==> src/rtl/sos_pkg.sv <==
package sos_pkg;
  typedef struct packed {
    logic load;   // copy resultIn into the shift register
    logic shift;  // move one place toward serialOut
  } shift_strobe_t;
endpackage

==> src/rtl/sos_ctrl.sv <==
module sos_ctrl
  import sos_pkg::*;
#(
  parameter int DATA_W      = 16,
  parameter int HALF_PERIOD = 2,
  parameter int SYNC_STAGES = 2
) (
  input  logic          clk,
  input  logic          rstN,
  input  logic          intClkMode,
  input  logic          extDataClk,
  input  logic          csN,
  input  logic          rdConvN,
  input  logic          convIdle,
  output shift_strobe_t strb,
  output logic          dataClkOut
);
  localparam int CNT_W = (DATA_W > 1) ? $clog2(DATA_W) : 1;
  localparam int PH_W  = (HALF_PERIOD > 1) ? $clog2(HALF_PERIOD) : 1;
  localparam logic [CNT_W-1:0] LAST_BIT   = CNT_W'(DATA_W - 1);
  localparam logic [PH_W-1:0]  LAST_PHASE = PH_W'(HALF_PERIOD - 1);

  logic [SYNC_STAGES-1:0] syncReg;
  logic extPrev, idleQ, rcQ;
  logic burstActive, clkHigh;
  logic [PH_W-1:0]  phaseCnt;
  logic [CNT_W-1:0] bitCnt;

  logic extRise, convDone, convStart, reloadReq, burstShift, extShift;

  // synchronizer and edge history for the asynchronous data clock
  always_ff @(posedge clk) begin
    if (!rstN) begin
      syncReg <= '0;
      extPrev <= 1'b0;
      idleQ   <= 1'b1;
      rcQ     <= 1'b1;
    end else begin
      syncReg <= {syncReg[SYNC_STAGES-2:0], extDataClk};
      extPrev <= syncReg[SYNC_STAGES-1];
      idleQ   <= convIdle;
      rcQ     <= rdConvN;
    end
  end

  assign extRise    = syncReg[SYNC_STAGES-1] & ~extPrev;
  assign convDone   = convIdle & ~idleQ;
  assign convStart  = ~convIdle & idleQ;
  assign reloadReq  = ~intClkMode & ~csN & rdConvN & ~rcQ;
  assign burstShift = burstActive & clkHigh & (phaseCnt == LAST_PHASE);
  assign extShift   = ~intClkMode & extRise;

  // internal burst generator: one high and one low phase per bit
  always_ff @(posedge clk) begin
    if (!rstN) begin
      burstActive <= 1'b0;
      clkHigh     <= 1'b0;
      phaseCnt    <= '0;
      bitCnt      <= '0;
    end else if (!burstActive) begin
      if (convStart && intClkMode) begin
        burstActive <= 1'b1;
        clkHigh     <= 1'b1;
        phaseCnt    <= '0;
        bitCnt      <= '0;
      end
    end else if (phaseCnt == LAST_PHASE) begin
      phaseCnt <= '0;
      if (clkHigh) begin
        clkHigh <= 1'b0;
        if (bitCnt == LAST_BIT) burstActive <= 1'b0;
        else                    bitCnt <= bitCnt + 1'b1;
      end else begin
        clkHigh <= 1'b1;
      end
    end else begin
      phaseCnt <= phaseCnt + 1'b1;
    end
  end

  always_comb begin
    strb.load  = convDone | reloadReq;
    strb.shift = (burstShift | extShift) & ~strb.load;
  end

  assign dataClkOut = clkHigh;
endmodule

==> src/rtl/sos_datapath.sv <==
module sos_datapath
  import sos_pkg::*;
#(
  parameter int DATA_W = 16
) (
  input  logic              clk,
  input  logic              rstN,
  input  shift_strobe_t     strb,
  input  logic [DATA_W-1:0] resultIn,
  output logic [DATA_W-1:0] shiftWord,
  output logic              serialOut
);
  always_ff @(posedge clk) begin
    if (!rstN)           shiftWord <= '0;
    else if (strb.load)  shiftWord <= resultIn;
    else if (strb.shift) shiftWord <= {shiftWord[DATA_W-2:0], 1'b0};
  end

  assign serialOut = shiftWord[DATA_W-1];
endmodule

==> src/rtl/serial_result_shifter.sv <==
module serial_result_shifter
  import sos_pkg::*;
#(
  parameter int DATA_W      = 16,
  parameter int HALF_PERIOD = 2,
  parameter int SYNC_STAGES = 2
) (
  input  logic              clk,
  input  logic              rstN,
  input  logic              intClkMode,
  input  logic              extDataClk,
  input  logic              csN,
  input  logic              rdConvN,
  input  logic              convIdle,
  input  logic [DATA_W-1:0] resultIn,
  output logic              serialOut,
  output logic              dataClkOut
);
  shift_strobe_t     strb;
  logic [DATA_W-1:0] shiftWord;

  sos_ctrl #(
    .DATA_W(DATA_W), .HALF_PERIOD(HALF_PERIOD), .SYNC_STAGES(SYNC_STAGES)
  ) u_ctrl (
    .clk(clk), .rstN(rstN), .intClkMode(intClkMode), .extDataClk(extDataClk),
    .csN(csN), .rdConvN(rdConvN), .convIdle(convIdle),
    .strb(strb), .dataClkOut(dataClkOut)
  );

  sos_datapath #(.DATA_W(DATA_W)) u_dp (
    .clk(clk), .rstN(rstN), .strb(strb), .resultIn(resultIn),
    .shiftWord(shiftWord), .serialOut(serialOut)
  );
endmodule

==> config.mk <==
export PLATFORM = sky130hd
export DESIGN_NAME = serial_result_shifter
export DESIGN_NICKNAME = d
export VERILOG_FILES = /design/src/rtl/sos_pkg.sv /design/src/rtl/sos_ctrl.sv /design/src/rtl/sos_datapath.sv /design/src/rtl/serial_result_shifter.sv
export SDC_FILE = /design/constraint.sdc
export NUM_CORES = 1
export LEC_CHECK = 0
export ABC_CLOCK_PERIOD_IN_PS = 2000
export BUFFER_PORTS_ARGS = -buffer_cell sky130_fd_sc_hd__buf_4
export CAP_MARGIN = 10
export CORE_MARGIN = 4
export CORE_UTILIZATION = 51
export CTS_CLUSTER_DIAMETER = 200
export DETAILED_ROUTE_END_ITERATION = 10
export PLACE_DENSITY_LB_ADDON = 0.2
export REMOVE_ABC_BUFFERS = 1
export SETUP_SLACK_MARGIN = 0.05
export SYNTH_ARGS = -nofsm -noshare
export SYNTH_HDL_FRONTEND = slang
export SYNTH_SLANG_ARGS = --single-unit
==> constraint.sdc <==
create_clock -name clk -period 2 [get_ports clk]
set_clock_uncertainty 0.15 [all_clocks]
set_input_delay 0.1 -clock clk [delete_from_list [all_inputs] [get_ports clk]]
set_output_delay 0.1 -clock clk [all_outputs]
set_load 0.02 [all_outputs]
* Yosys cells after proc, flatten, opt, wreduce, memory -nomap -nowiden
Cells that the tools add are included.
** Word-level totals
- Logic and storage cells :: 58
- Input port bits :: 23
- Bits in registers :: 28
** Operators by class
- Multiplexer cells :: 19
- Add/subtract/negate cells :: 2
- Equality and inequality tests :: 4
- Reduce and logical (&&, ||, !) cells :: 5
- Bitwise operators :: 19
** Operators with widths (count)
- 2-to-1 mux 16 bit :: 2
- 2-to-1 mux 4 bit :: 5
- 2-to-1 mux 1 bit :: 12
- bitwise AND 1 bit :: 10
- NOT 1 bit :: 7
- != test 2 bit, second input constant :: 3
- adder 4 x 1 -> 4 bit, second input constant :: 1
- equality test 4 bit, second input constant :: 1
- AND reduction 4 bit :: 1
- nonzero test 2 bit :: 2
- bitwise OR 1 bit :: 2
- AND reduction 2 bit :: 1
- adder 1 bit, second input constant :: 1
- logical AND 1 bit :: 1

* Logic depth before layout (Yosys ltp)
- Depth in word-level cells :: 9
- Depth in mapped cells :: 6
- Mapped depth without buffers :: 4

* By module
A second synthesis with hierarchy kept.
** Second synthesis, totals
- Cells, all modules :: 130
- Area total of the unflattened synthesis :: 1407.6 um2
** Modules (own cells, without submodules)
- sos_datapath :: cells an instance 71, area each 849.6 um2, instances 1, sequential area each 320.3 um2
- sos_ctrl :: cells an instance 59, area each 558.0 um2, instances 1, sequential area each 240.2 um2

* Worst setup path after synthesis
Ideal clock, no wire load.
- Kind :: register -> register
- From :: register u_ctrl.rcQ
- To :: register u_dp.shiftWord[14]
- Library setup time :: 0.088 ns
- Clock period less this slack :: 1.702 ns
- Data arrival time :: 1.464 ns
- Cell stages (with the launch flop) :: 7
- Buffers on the path :: 3
- Path slack :: 0.298 ns
- Cell sequence :: dfxtp_1 or4b_1 buf_2 and2_1 buf_6 buf_6 a311oi_2
** Between the ends
- Longest elaborated chain between the ends :: 6
- Elaborated cells between the ends (all ways) :: 7
** RTL lines
- start: declaration :: RTL line sos_ctrl.sv:24 : logic extPrev, idleQ, rcQ;
- start signal: assignment :: RTL line sos_ctrl.sv:42 : rcQ <= rdConvN;
- NOT 1 bit (*) :: RTL line sos_ctrl.sv:49 : assign reloadReq = ~intClkMode & ~csN & rdConvN & ~rcQ;
- bitwise AND 1 bit (*) :: RTL line sos_ctrl.sv:49
- bitwise OR 1 bit (*) :: RTL line sos_ctrl.sv:82 : strb.load = convDone | reloadReq;
- NOT 1 bit :: RTL line sos_ctrl.sv:83 : strb.shift = (burstShift | extShift) & ~strb.load;
- bitwise AND 1 bit :: RTL line sos_ctrl.sv:83
- nonzero test 2 bit (no line)
- end signal: assignment :: RTL line sos_datapath.sv:15 : else if (strb.load) shiftWord <= resultIn;
- end signal: assignment :: RTL line sos_datapath.sv:16 : else if (strb.shift) shiftWord <= {shiftWord[DATA_W-2:0], 1'b0};
- end: declaration :: RTL line sos_datapath.sv:10 : output logic [DATA_W-1:0] shiftWord,
Every way passes the cells marked *; elsewhere a longest branch is shown, timed or not.
A chain may end at the register's enable or synchronous reset.

* Final worst setup path
- From :: input port rdConvN
- To :: register u_dp.shiftWord[10]
** Between the ends
- Longest elaborated chain between the ends :: 6
- Elaborated cells between the ends (all ways) :: 7
** RTL lines
- start: declaration :: RTL line serial_result_shifter.sv:13 : input logic rdConvN,
- bitwise AND 1 bit (*) (2 in a row) :: RTL line sos_ctrl.sv:49
- bitwise OR 1 bit (*) :: RTL line sos_ctrl.sv:82
- NOT 1 bit :: RTL line sos_ctrl.sv:83
- bitwise AND 1 bit :: RTL line sos_ctrl.sv:83
- nonzero test 2 bit (no line)
Marks and branches as above.

==> summary.md <==
| Metric | Value |
|---|---|
| Cell Area, Synth | `0.00132 sq mm` |
| Die ar. | `0.00347 sq mm` |
| Most frequent cells after synthesis | `dfxtp_1, a21oi_1, nand3_1` |
| Fmax | `between 500 and 600 MHz` |
| Minimum clock period | `between 1.5 and 2 ns` |
| Final WL | `3.32 mm` |
| Top-count cell post-synth | `dfxtp_1` |
| Netlist cell types | `29` |
| Clk buf depth | `2` |
| Synth Warn # | `0` |
| Utilization after layout | `0.712` |
| H-Tree Depth | `1` |
| Async set or reset register ratio after synthesis | `0` |
| Yosys top cell area share | `0.423` |
| Std cell rows | `18` |
| Die W | `58.9 um` |
| Ratio of cells with drive above 1 in the final layout | `0.243` |
| RSZ-0062 raised after global routing | `false` |
| Inserted Clock Buffers | `3` |
| Post-synthesis sequential area ratio | `0.423` |
| Final worst slack | `about 0.26 ns` |
| Leakage | `0.660 nW` |
| Vias in the first global route | `1295` |
| Area leader, netlist | `dfxtp_1` |
| Detailed Route Iter0 Violations | `54` |
| Global-route wire length before repair | `5.75 mm` |
| Global route overflow | `0` |
| Crit Path Max Fanout | `16` |
| CTS tree | `built` |
| Initial core utilization | `0.534` |
| Port buffer count | `24` |
| Clock Latency Late Sink | `0.33 ns` |
| Via count | `1314` |
| Routability cong. | `0.789` |
| Max VDD drop | `0.482 mV` |
| Synth-to-Final Area Change | `33.3%` |
| Die Height | `58.9 um` |
| HPWL after DPL | `~2.1 mm` |
| First-pass iteration count of the detailed router | `4` |
| Worst EP required | `2.09 ns` |
| Worst setup SP type | `input pin` |
| Slew @ Worst Pin | `0.407 ns` |
| Maxcap violations | `0` |
| Post-route cell area | `around 0.0018 sq mm` |
| Setup Fix Bufs, Post-CTS | `0` |
| Fin nets | `211` |
| Final Hold Fails | `0` |
| Period utilization | `0.872` |
| Main synth FF type | `dfxtp_1` |
| Root buffer cell | `clkbuf_4` |
| Max transition margin | `0.729` |
| Dpl cell area | `0.00151 sq mm` |
| Initial antenna violation count | `0` |
| Clk sink count | `28` |
| Placement Setup Slack | `0.162 ns` |
| Core area | `around 0.0025 sq mm` |
| Setup TNS | `0 ns` |
| Hold Crit Class | `in -> reg` |
| Via/cell ratio | `roughly 6.1` |
| Synth Register Bits | `28` |
| Wire per inst | `15.4 um` |
| CTS clk-pin slew, worst paths | `0.15 ns` |
| PwrDens | `between 500 and 600 mW/mm^2` |
| Critical path endpoint category | `flop` |
| # setup viols final | `0` |
| Status | `complete, no violations` |
| Post-synth EDFFs | `0` |
| ANT nets after route | `0` |
| Largest net degree at the start of global routing | `22` |
| Final Slew Violations | `0` |
| Post-synthesis area per instance | `9.13 sq um` |
| Worst EP arrival | `1.83 ns` |
| Fill cell count | `just under 200` |
| Detailed-route DRC error count | `0` |
| Ranking of synthesized cells by area | `dfxtp_1, a311oi_2, a21oi_1` |
| N_diodes | `0` |
| Critical path class | `in -> reg` |
| Total GRT Usage | `0.215` |
| Syn Inst Count | `145` |
| IO Pins | `25` |
==> layer usage <==
| metal | GRT usage | share of wire | vias to the layer above |
|---|---|---|---|
| li1 | - | - | 633 |
| met5 | 0 | 0 | - |
| met2 | 0.372 | 0.50 | 52 |
| met3 | 0.0351 | 0.067 | 5 |
| met4 | 0.0841 | 0.015 | 0 |
| met1 | 0.263 | 0.42 | 624 |
==> cells in the final DEF, fill, tap and decap left out <==
cell            n
a211oi_1        2
a31oi_1         1
a311oi_2       10
clkbuf_4        3
dlygate4sd3_1  23
o2111ai_1       1
nand2_1         5
o22ai_1         1
o31ai_1         1
dfxtp_1        28
o21ai_1         1
xor2_1          1
or3b_2          1
nor2_1          1
nand3_1        17
nand2b_1        4
or4b_1          1
and2_2          1
a41o_1          1
ha_1            1
inv_1           2
a21oi_1        18
or4bb_1         1
buf_4          30
a311oi_1        7
o21ai_0        15
and2_1          3
a41oi_1         1
and3_1          3
nor3b_1         1
==> power breakdown <==
part	switching (W)	total (W)	internal, W
registers	0.0000180	0.000606	0.000588
logic	0.0000722	0.000171	0.0000993
clock network	0.000162	0.000233	0.0000708
total	0.000252	0.00101	0.000758
==> metrics by stage <==
stage               std cells  hold WS [ns]  total power, W
floorplan                 129        0.0187        0.000687
global placement          189         0.142        0.000746
detailed placement        189         0.148        0.000754
CTS                       215        0.0116         0.00101
global route              215       0.00631         0.00106
finish                    215        0.0194         0.00101
==> what timing repair did <==
action,4_1_cts,5_1_grt
endpoints found under the hold margin,26,0
gates resized for setup,0,1
hold buffers,23,0
endpoints found under the setup margin,0,5
==> cells by family (layout without fill, tap and decap cells) <==
family | count (synthesis) | count (layout) | share of synthesized area
AND/OR/NAND/NOR | 38 | 38 | 0.162
buffers and inverters | 18 | 58 | 0.0633
flip-flops | 28 | 28 | 0.423
XOR/XNOR | 1 | 1 | 0.00662
AO/OA/AOI/OAI | 59 | 59 | 0.336
adder cells (fa/ha/maj) | 1 | 1 | 0.00945
==> final timing paths <==
path | start | end | slack [ns] | depth (start not counted)
max | rdConvN | u_dp.shiftWord[10] | 0.26 | 5
min | intClkMode | u_ctrl.burstActive | 0.02 | 3
max reg2reg | u_ctrl.rcQ | u_dp.shiftWord[10] | 0.30 | 3
min reg2reg | u_ctrl.syncReg[0] | u_ctrl.syncReg[1] | 0.31 | 1
==> final cells by class <==
type,count,area [sq um],share of cell area
sequential,28,561,0.318
timing repair buffer,53,455,0.258
inverter,2,7.51,0.00426
clock buffer,3,22.5,0.0128
multi-input combinational,99,681,0.386
tap,30,37.5,0.0213
==> critical path: stages <==
cell           delay, ns
dlygate4sd3_1       0.53
buf_4               0.10
or4b_1              0.45
and2_2              0.36
a311oi_1            0.29
==> flip-flops by register name, indices dropped and copies added, names as in the netlist <==
signal              cells
u_ctrl.burstActive      1
u_ctrl.bitCnt           4
u_dp.shiftWord         16
u_ctrl.phaseCnt         1
u_ctrl.syncReg          2
u_ctrl.dataClkOut       1
u_ctrl.idleQ            1
u_ctrl.rcQ              1
u_ctrl.extPrev          1
No activity file was read; power rests on OpenSTA's default activity.
